--- src/rtl/can_bit_timer.sv ---
module can_bit_timer #(
  parameter int PRESC_W = 10,
  parameter int SEG1_W  = 4,
  parameter int SEG2_W  = 3,
  parameter int SJW_W   = 2
) (
  input  logic               clk,
  input  logic               rst_n,
  input  logic               cfg_mode,
  input  logic [PRESC_W-1:0] cfg_prescale,
  input  logic [SEG1_W-1:0]  cfg_seg1,
  input  logic [SEG2_W-1:0]  cfg_seg2,
  input  logic [SJW_W-1:0]   cfg_jump,
  input  logic               rx_level,
  input  logic               tx_level,
  output logic [1:0]         phase,
  output logic               sample_pulse,
  output logic               tx_pulse
);

  localparam int CW = ((SEG1_W > SJW_W) ? SEG1_W : SJW_W) + 2;
  localparam logic [1:0] PH_IDLE = 2'd0;
  localparam logic [1:0] PH_SYNC = 2'd1;
  localparam logic [1:0] PH_SEG1 = 2'd2;
  localparam logic [1:0] PH_SEG2 = 2'd3;

  logic [PRESC_W-1:0] brp_r, presc;
  logic [SEG1_W-1:0]  ts1_r;
  logic [SEG2_W-1:0]  ts2_r;
  logic [SJW_W-1:0]   sjw_r;
  logic [CW-1:0]      qcnt, ext, shr;
  logic               rx_d, edge_seen;

  logic          tq_tick, edge_ok, edge_s1, edge_s2, cut_now;
  logic [CW-1:0] jump, s1_err, ext_req, ext_eff, s1_last, s2_rem, shr_eff, s2_last;

  assign tq_tick = (presc == brp_r);
  assign jump    = CW'(sjw_r) + CW'(1);
  assign edge_ok = rx_level & ~rx_d & ~tx_level & ~edge_seen;
  assign edge_s1 = edge_ok && (phase == PH_SEG1);
  assign edge_s2 = edge_ok && (phase == PH_SEG2);

  assign s1_err  = qcnt + CW'(1);
  assign ext_req = (s1_err < jump) ? s1_err : jump;
  assign ext_eff = edge_s1 ? ext_req : ext;
  assign s1_last = CW'(ts1_r) + ext_eff;

  assign s2_rem  = CW'(ts2_r) + CW'(1) - qcnt;
  assign cut_now = edge_s2 && (jump >= s2_rem);
  assign shr_eff = edge_s2 ? jump : shr;
  assign s2_last = CW'(ts2_r) - shr_eff;

  always_ff @(posedge clk or negedge rst_n) begin
    if (!rst_n) begin
      brp_r        <= '0;
      ts1_r        <= '0;
      ts2_r        <= '0;
      sjw_r        <= '0;
      presc        <= '0;
      qcnt         <= '0;
      ext          <= '0;
      shr          <= '0;
      rx_d         <= 1'b1;
      edge_seen    <= 1'b0;
      phase        <= PH_IDLE;
      sample_pulse <= 1'b0;
      tx_pulse     <= 1'b0;
    end else begin
      rx_d         <= rx_level;
      sample_pulse <= 1'b0;
      tx_pulse     <= 1'b0;
      if (cfg_mode) begin
        brp_r     <= cfg_prescale;
        ts1_r     <= cfg_seg1;
        ts2_r     <= cfg_seg2;
        sjw_r     <= cfg_jump;
        phase     <= PH_IDLE;
        presc     <= '0;
        qcnt      <= '0;
        ext       <= '0;
        shr       <= '0;
        edge_seen <= 1'b0;
      end else if (phase == PH_IDLE) begin
        if (edge_ok) begin
          phase <= PH_SYNC;
          presc <= '0;
          qcnt  <= '0;
        end
      end else if (cut_now) begin
        phase     <= PH_SYNC;
        presc     <= '0;
        qcnt      <= '0;
        ext       <= '0;
        shr       <= '0;
        edge_seen <= 1'b0;
        tx_pulse  <= 1'b1;
      end else begin
        presc <= tq_tick ? '0 : presc + PRESC_W'(1);
        if (edge_ok) edge_seen <= 1'b1;
        if (edge_s1) ext <= ext_req;
        if (edge_s2) shr <= jump;
        if (tq_tick) begin
          case (phase)
            PH_SYNC: begin
              phase <= PH_SEG1;
              qcnt  <= '0;
            end
            PH_SEG1: begin
              if (qcnt == s1_last) begin
                phase        <= PH_SEG2;
                qcnt         <= '0;
                sample_pulse <= 1'b1;
              end else begin
                qcnt <= qcnt + CW'(1);
              end
            end
            default: begin
              if (qcnt == s2_last) begin
                phase     <= PH_SYNC;
                qcnt      <= '0;
                ext       <= '0;
                shr       <= '0;
                edge_seen <= 1'b0;
                tx_pulse  <= 1'b1;
              end else begin
                qcnt <= qcnt + CW'(1);
              end
            end
          endcase
        end
      end
    end
  end

endmodule

--- config.mk ---
export PLATFORM = sky130hd
export DESIGN_NAME = can_bit_timer
export DESIGN_NICKNAME = d
export VERILOG_FILES = /design/src/rtl/can_bit_timer.sv
export SDC_FILE = /design/constraint.sdc
export NUM_CORES = 1
export LEC_CHECK = 0
export BUFFER_PORTS_ARGS = -buffer_cell sky130_fd_sc_hd__buf_2
export CAP_MARGIN = 10
export CORE_MARGIN = 3
export CORE_UTILIZATION = 45
export DETAILED_ROUTE_END_ITERATION = 16
export PLACE_DENSITY = 0.66
export SYNTH_ARGS = -nofsm -noshare
export SYNTH_HDL_FRONTEND = slang
export SYNTH_SLANG_ARGS = --single-unit
--- constraint.sdc ---
create_clock -name clk -period 4.5 [get_ports clk]
set_input_delay 0.225 -clock clk [delete_from_list [all_inputs] [get_ports clk]]
set_output_delay 0.225 -clock clk [all_outputs]
set_load 0.02 [all_outputs]
Yosys cells after proc, flatten, opt, wreduce, memory -nomap -nowiden --
Cells that the tools add are included.
Word-level totals: bits in registers 53, bits of input ports 24, output and inout port bits 4
Operators by class: add/subtract/negate cells 7, order comparisons 2, equality and inequality tests 9, mux-type cells 55, bitwise gates (word level) 6, reduce and logical (&&, ||, !) cells 9
Operators with widths (number):
- $mux 6 | 22
- $mux 10 | 5
- $mux 1 | 19
- $mux 2 | 7
- $eq 6x6->1 | 2
- $pmux 6 s2 | 1
- $add 10x1->10 const B | 1
- $eq 10x10->1 | 1
- $add 4x6->6 | 1
- $add 6x1->6 const B | 1
- $ge 3x6->1 | 1
- $lt 6x3->1 | 1
- $reduce_bool 6->1 | 1
- $sub 3x6->6 | 1
- $sub 4x6->6 | 1
- $ne 5x3->1 const B | 1
- $add 3x1->4 const B | 1
- $eq 2x2->1 const B | 2
- $pmux 2 s2 | 1
- $reduce_and 4->1 | 1
- $reduce_bool 4->1 | 1
- $add 2x1->3 const B | 1
- $and 1x1->1 | 3
- $logic_and 1x1->1 | 3
- other kinds (7) | 9

Depth between registers and ports, before layout --
depth in word-level cells 14, gate-level depth with buffers 17, depth with buffers taken out 17

Worst setup path before layout --
Ideal clock, no wire load.
kind register to register, start point register sjw_r[0], end point register phase[0], setup time 128 ps, arrival 4176 ps, required time 4372 ps, setup slack 196 ps, stages on the path, launching flop included 18, clock period less this slack 4304 ps, cells stage by stage dfrtp_1 > ha_1 > inv_1 > ha_1 > a21o_1 > a21oi_1 > o21ai_0 > mux2i_1 > mux2_2 > ha_1 > fa_1 > a21o_1 > a21oi_1 > xnor3_1 > nor4_4 > a2111oi_1 > a311oi_2 > mux2_1
Between the ends: word-level cells in the longest chain between the ends 8, elaborated cells on any way between the ends 18
RTL lines:
- start: declaration | line 30 | logic [SJW_W-1:0] sjw_r;
- start signal: assignment | line 76 | sjw_r <= cfg_jump;
- $add 2x1->3 (*) | line 38 | assign jump = CW'(sjw_r) + CW'(1);
- $lt 6x3->1 | line 44 | assign ext_req = (s1_err < jump) ? s1_err : jump;
- $mux 6 | line 44
- $mux 6 | line 45 | assign ext_eff = edge_s1 ? ext_req : ext;
- $add 4x6->6 | line 46 | assign s1_last = CW'(ts1_r) + ext_eff;
- $eq 6x6->1 | line 109 | if (qcnt == s1_last) begin
- $ne 5x3->1 (no line)
- $reduce_and 4->1 (no line)
- end signal: assignment | line 105 | phase <= PH_SEG1;
- end signal: assignment | line 110 | phase <= PH_SEG2;
- end signal: assignment | line 119 | phase <= PH_SYNC;
- end: declaration | line 16 | output logic [1:0] phase,
Mark *: on every way between the ends. The rest lies on a longest branch, timed or not. A chain may end at the register's enable or synchronous reset.

Worst setup path in the final report --
Same ends and word-level chain as after synthesis.

==> qor.yml <==
vias: 2558
drcViolationCount: 0
grt_usage_pct: 18.3
final_cell_area_um2: 3830
timing.setup.critical_path_class: "reg -> reg"
post_cts_buffers: 0
grt_pass1_wl_um: 12700
power_frac_comb_pct: 41.2
synth_top_area_share_pct: 37.8
ys_top_cells_by_area: "dfrtp_1, ha_1, mux2_2, xor2_1, xnor2_1"
grt_pass1_vias: 2705
grt_max_degree: 54
rsz0062_at_grt: "yes"
final_common_cell: "dfrtp_1"
tightest_slew_ps: 748
net-switching-power_mw: 0.583
timing.final.ws_setup_ps: 206
area_growth_syn_to_layout_pct: 11.2
clock_latency_ps: 330
cts_tree: "yes"
synth_edf_count: 0
clockRootBuffer: "clkbuf_8"
drt_wl_total_um: 7380
skew_ps: 13.0
cts_buffers: 5
ir_worst_vdd_mv: 0.176
async_flop_share_pct: 100
endpoint_kind: "flop"
synth_area_um2: 3440
fmax_mhz: 233
fin_crit_ps: 4290
place_ws_ps: 107
dpl_cell_area_um2: 3720
ys_types: 57
antenna_found_initial: 0
wire_per_inst_um: 15.6
drt-initial-drc-count: 168
dp_hpwl_um: 5460
postRouteAntennaNets: 0
rows: 31
cp-start-kind: "flop"
max-slew-margin-rel_pct: 49.9
clock_path_buffers: 2
pwr-share-clk_pct: 20.1
hold_viol: 0
cts_hold_buf: 0
fin_nets: 424
sequentialPowerShare_pct: 38.6
setup_tns_ps: 0
p_int_mw: 0.885
avgViaCountPerCell: 5.42
report.final.setup_viol: 0
power.density_nw_per_um2: 384
min_path_type: "in -> async"
worst-endpoint-arrival_ps: 4500
finalMaxSlewViolations: 0
worstPathMaxFanout: 3
timing.final.crit_share_pct: 95.4
layout_common_cells: "dfrtp_1, nand2_1, nor2_1"
cp.required_ps: 4710
htree_levels: 2
start_util_pct: 47.0
cts_sinks: 53
switching_share_pct: 39.7
dr.pass1.iters: 4
io_buffer_count: 27
ios: 28
p_leak_nw: 1.72
seq_area_frac_synth_pct: 38.6
cts.clk_slew.worst_paths_ps: 100
yosys_warnings: 0
syn_nets: 389
synth_area_leader_cell: "dfrtp_1"
core_area_um2: 7330
rr_worst_depth: 17
ctsResizeCount: 0
die_h_um: 93.5
synthCells: 337
dieArea_um2: 8730
synth-seq-cells: 53
gp_congestion: 0.863
ys.flop_type: "dfrtp_1"
avgSynthCellArea_um2: 10.2
status: "completed"
num_antenna_cells: 0
grt-ovfl-total: 0
final_layout_size_suffix_gt1_share_pct: 19.6
drv_cap: 0
die_w_um: 93.5
[through the flow]
stage	hold WS, ps	total power [mW]	utilization [%]	instances
global route	9.60	1.57	52.2	472
floorplan	-70.6	0.989	-	337
global placement	358	1.15	50.8	463
detailed placement	359	1.17	50.8	463
CTS	15.1	1.47	52.1	471
finish	5.58	1.47	52.2	472
[power by group through the flow]
stage | sequential (mW) | combinational [mW] | clock [mW]
final | 0.567 | 0.605 | 0.296
after floorplan | 0.580 | 0.408 | 0
after global routing | 0.575 | 0.678 | 0.321
after CTS | 0.566 | 0.600 | 0.305
after detailed placement | 0.576 | 0.596 | 0
after global placement | 0.573 | 0.580 | 0
[cell type report]
cell class              instances  area, um2
fillers                       681       3500
multi-input cells             252       1980
flip-flops and latches         53       1330
repair buffers                 36        203
well taps                      99        124
inverters                      24       90.1
clock buffers                   5       68.8
clock inverters                 3       28.8
[flip-flops by register name (all words and copies together) (netlist names), 2 cells and up]
| register | cells |
|---|---|
| brp_r | 10 |
| presc | 10 |
| ext | 6 |
| qcnt | 6 |
| shr | 6 |
| ts1_r | 4 |
| ts2_r | 3 |
| phase | 2 |
| sjw_r | 2 |
[cell families after synthesis]
family,after synthesis,synth area share (%)
muxes,26,8.25
DFF,53,38.6
and+or+nand+nor,98,14.6
AOI/OAI and AO/OA,66,14.5
adders and majority gates,28,10.8
buffers and inverters,32,3.78
xor gates and xnor gates,34,9.45
[worst paths after layout]
check / start / endpoint / slack (ps)
min in group clk: rx_level / rx_d$_DFF_PN1_ / 20
setup / recovery: sjw_r[0]$_DFFE_PN0P_ / phase[0]$_DFFE_PN0P_ / 210
hold reg to reg: shr[2]$_DFFE_PN0P_ / shr[2]$_DFFE_PN0P_ / 500
max in group asynchronous: rst_n / edge_seen$_DFFE_PN0P_ / 4010
hold / removal: rst_n / shr[4]$_DFFE_PN0P_ / 6
setup reg to reg: sjw_r[0]$_DFFE_PN0P_ / phase[0]$_DFFE_PN0P_ / 210
[metal layers]
metal / wire length [um] / global-route usage (%) / vias to the layer above
met1: 3380 / 24.1 / 1227
met2: 3550 / 30.3 / 48
met3: 284 / 2.98 / 15
met4: 163 / 6.72 / 0
met5: 0 / 0 / -
li1: - / - / 1268
[Yosys cell counts, types with 2 or more instances]
cell / n
o2111ai_1: 6
nor4_1: 3
xnor2_1: 15
ha_1: 25
a21o_1: 6
o221ai_1: 4
a21oi_1: 13
nand2b_1: 4
nand3_1: 9
and3_1: 2
o21bai_1: 2
buf_2: 2
nor2_1: 28
o31ai_1: 2
nor3_1: 4
nand2_1: 28
a31oi_1: 3
xnor3_1: 2
dfrtp_1: 52
xor2_1: 17
o21ai_0: 11
inv_1: 24
nor2b_1: 4
a22o_1: 4
fa_1: 3
mux2i_1: 7
nand4_1: 4
clkbuf_1: 4
and2_1: 4
mux2_2: 18
[critical path, cell delays in order (launching register included)]
cell       delay (ps)
dfrtp_1           390
ha_1              290
inv_1              50
ha_1              290
a21o_1            160
a21oi_1           120
o21ai_0           140
mux2i_1           140
mux2_2            280
ha_1              210
fa_1              400
a21o_1            190
a21oi_1           180
xnor3_1           370
nor4_4            200
a2111oi_1         140
a311oi_2          270
mux2_1            360
Power figures use the tool's default switching activity.
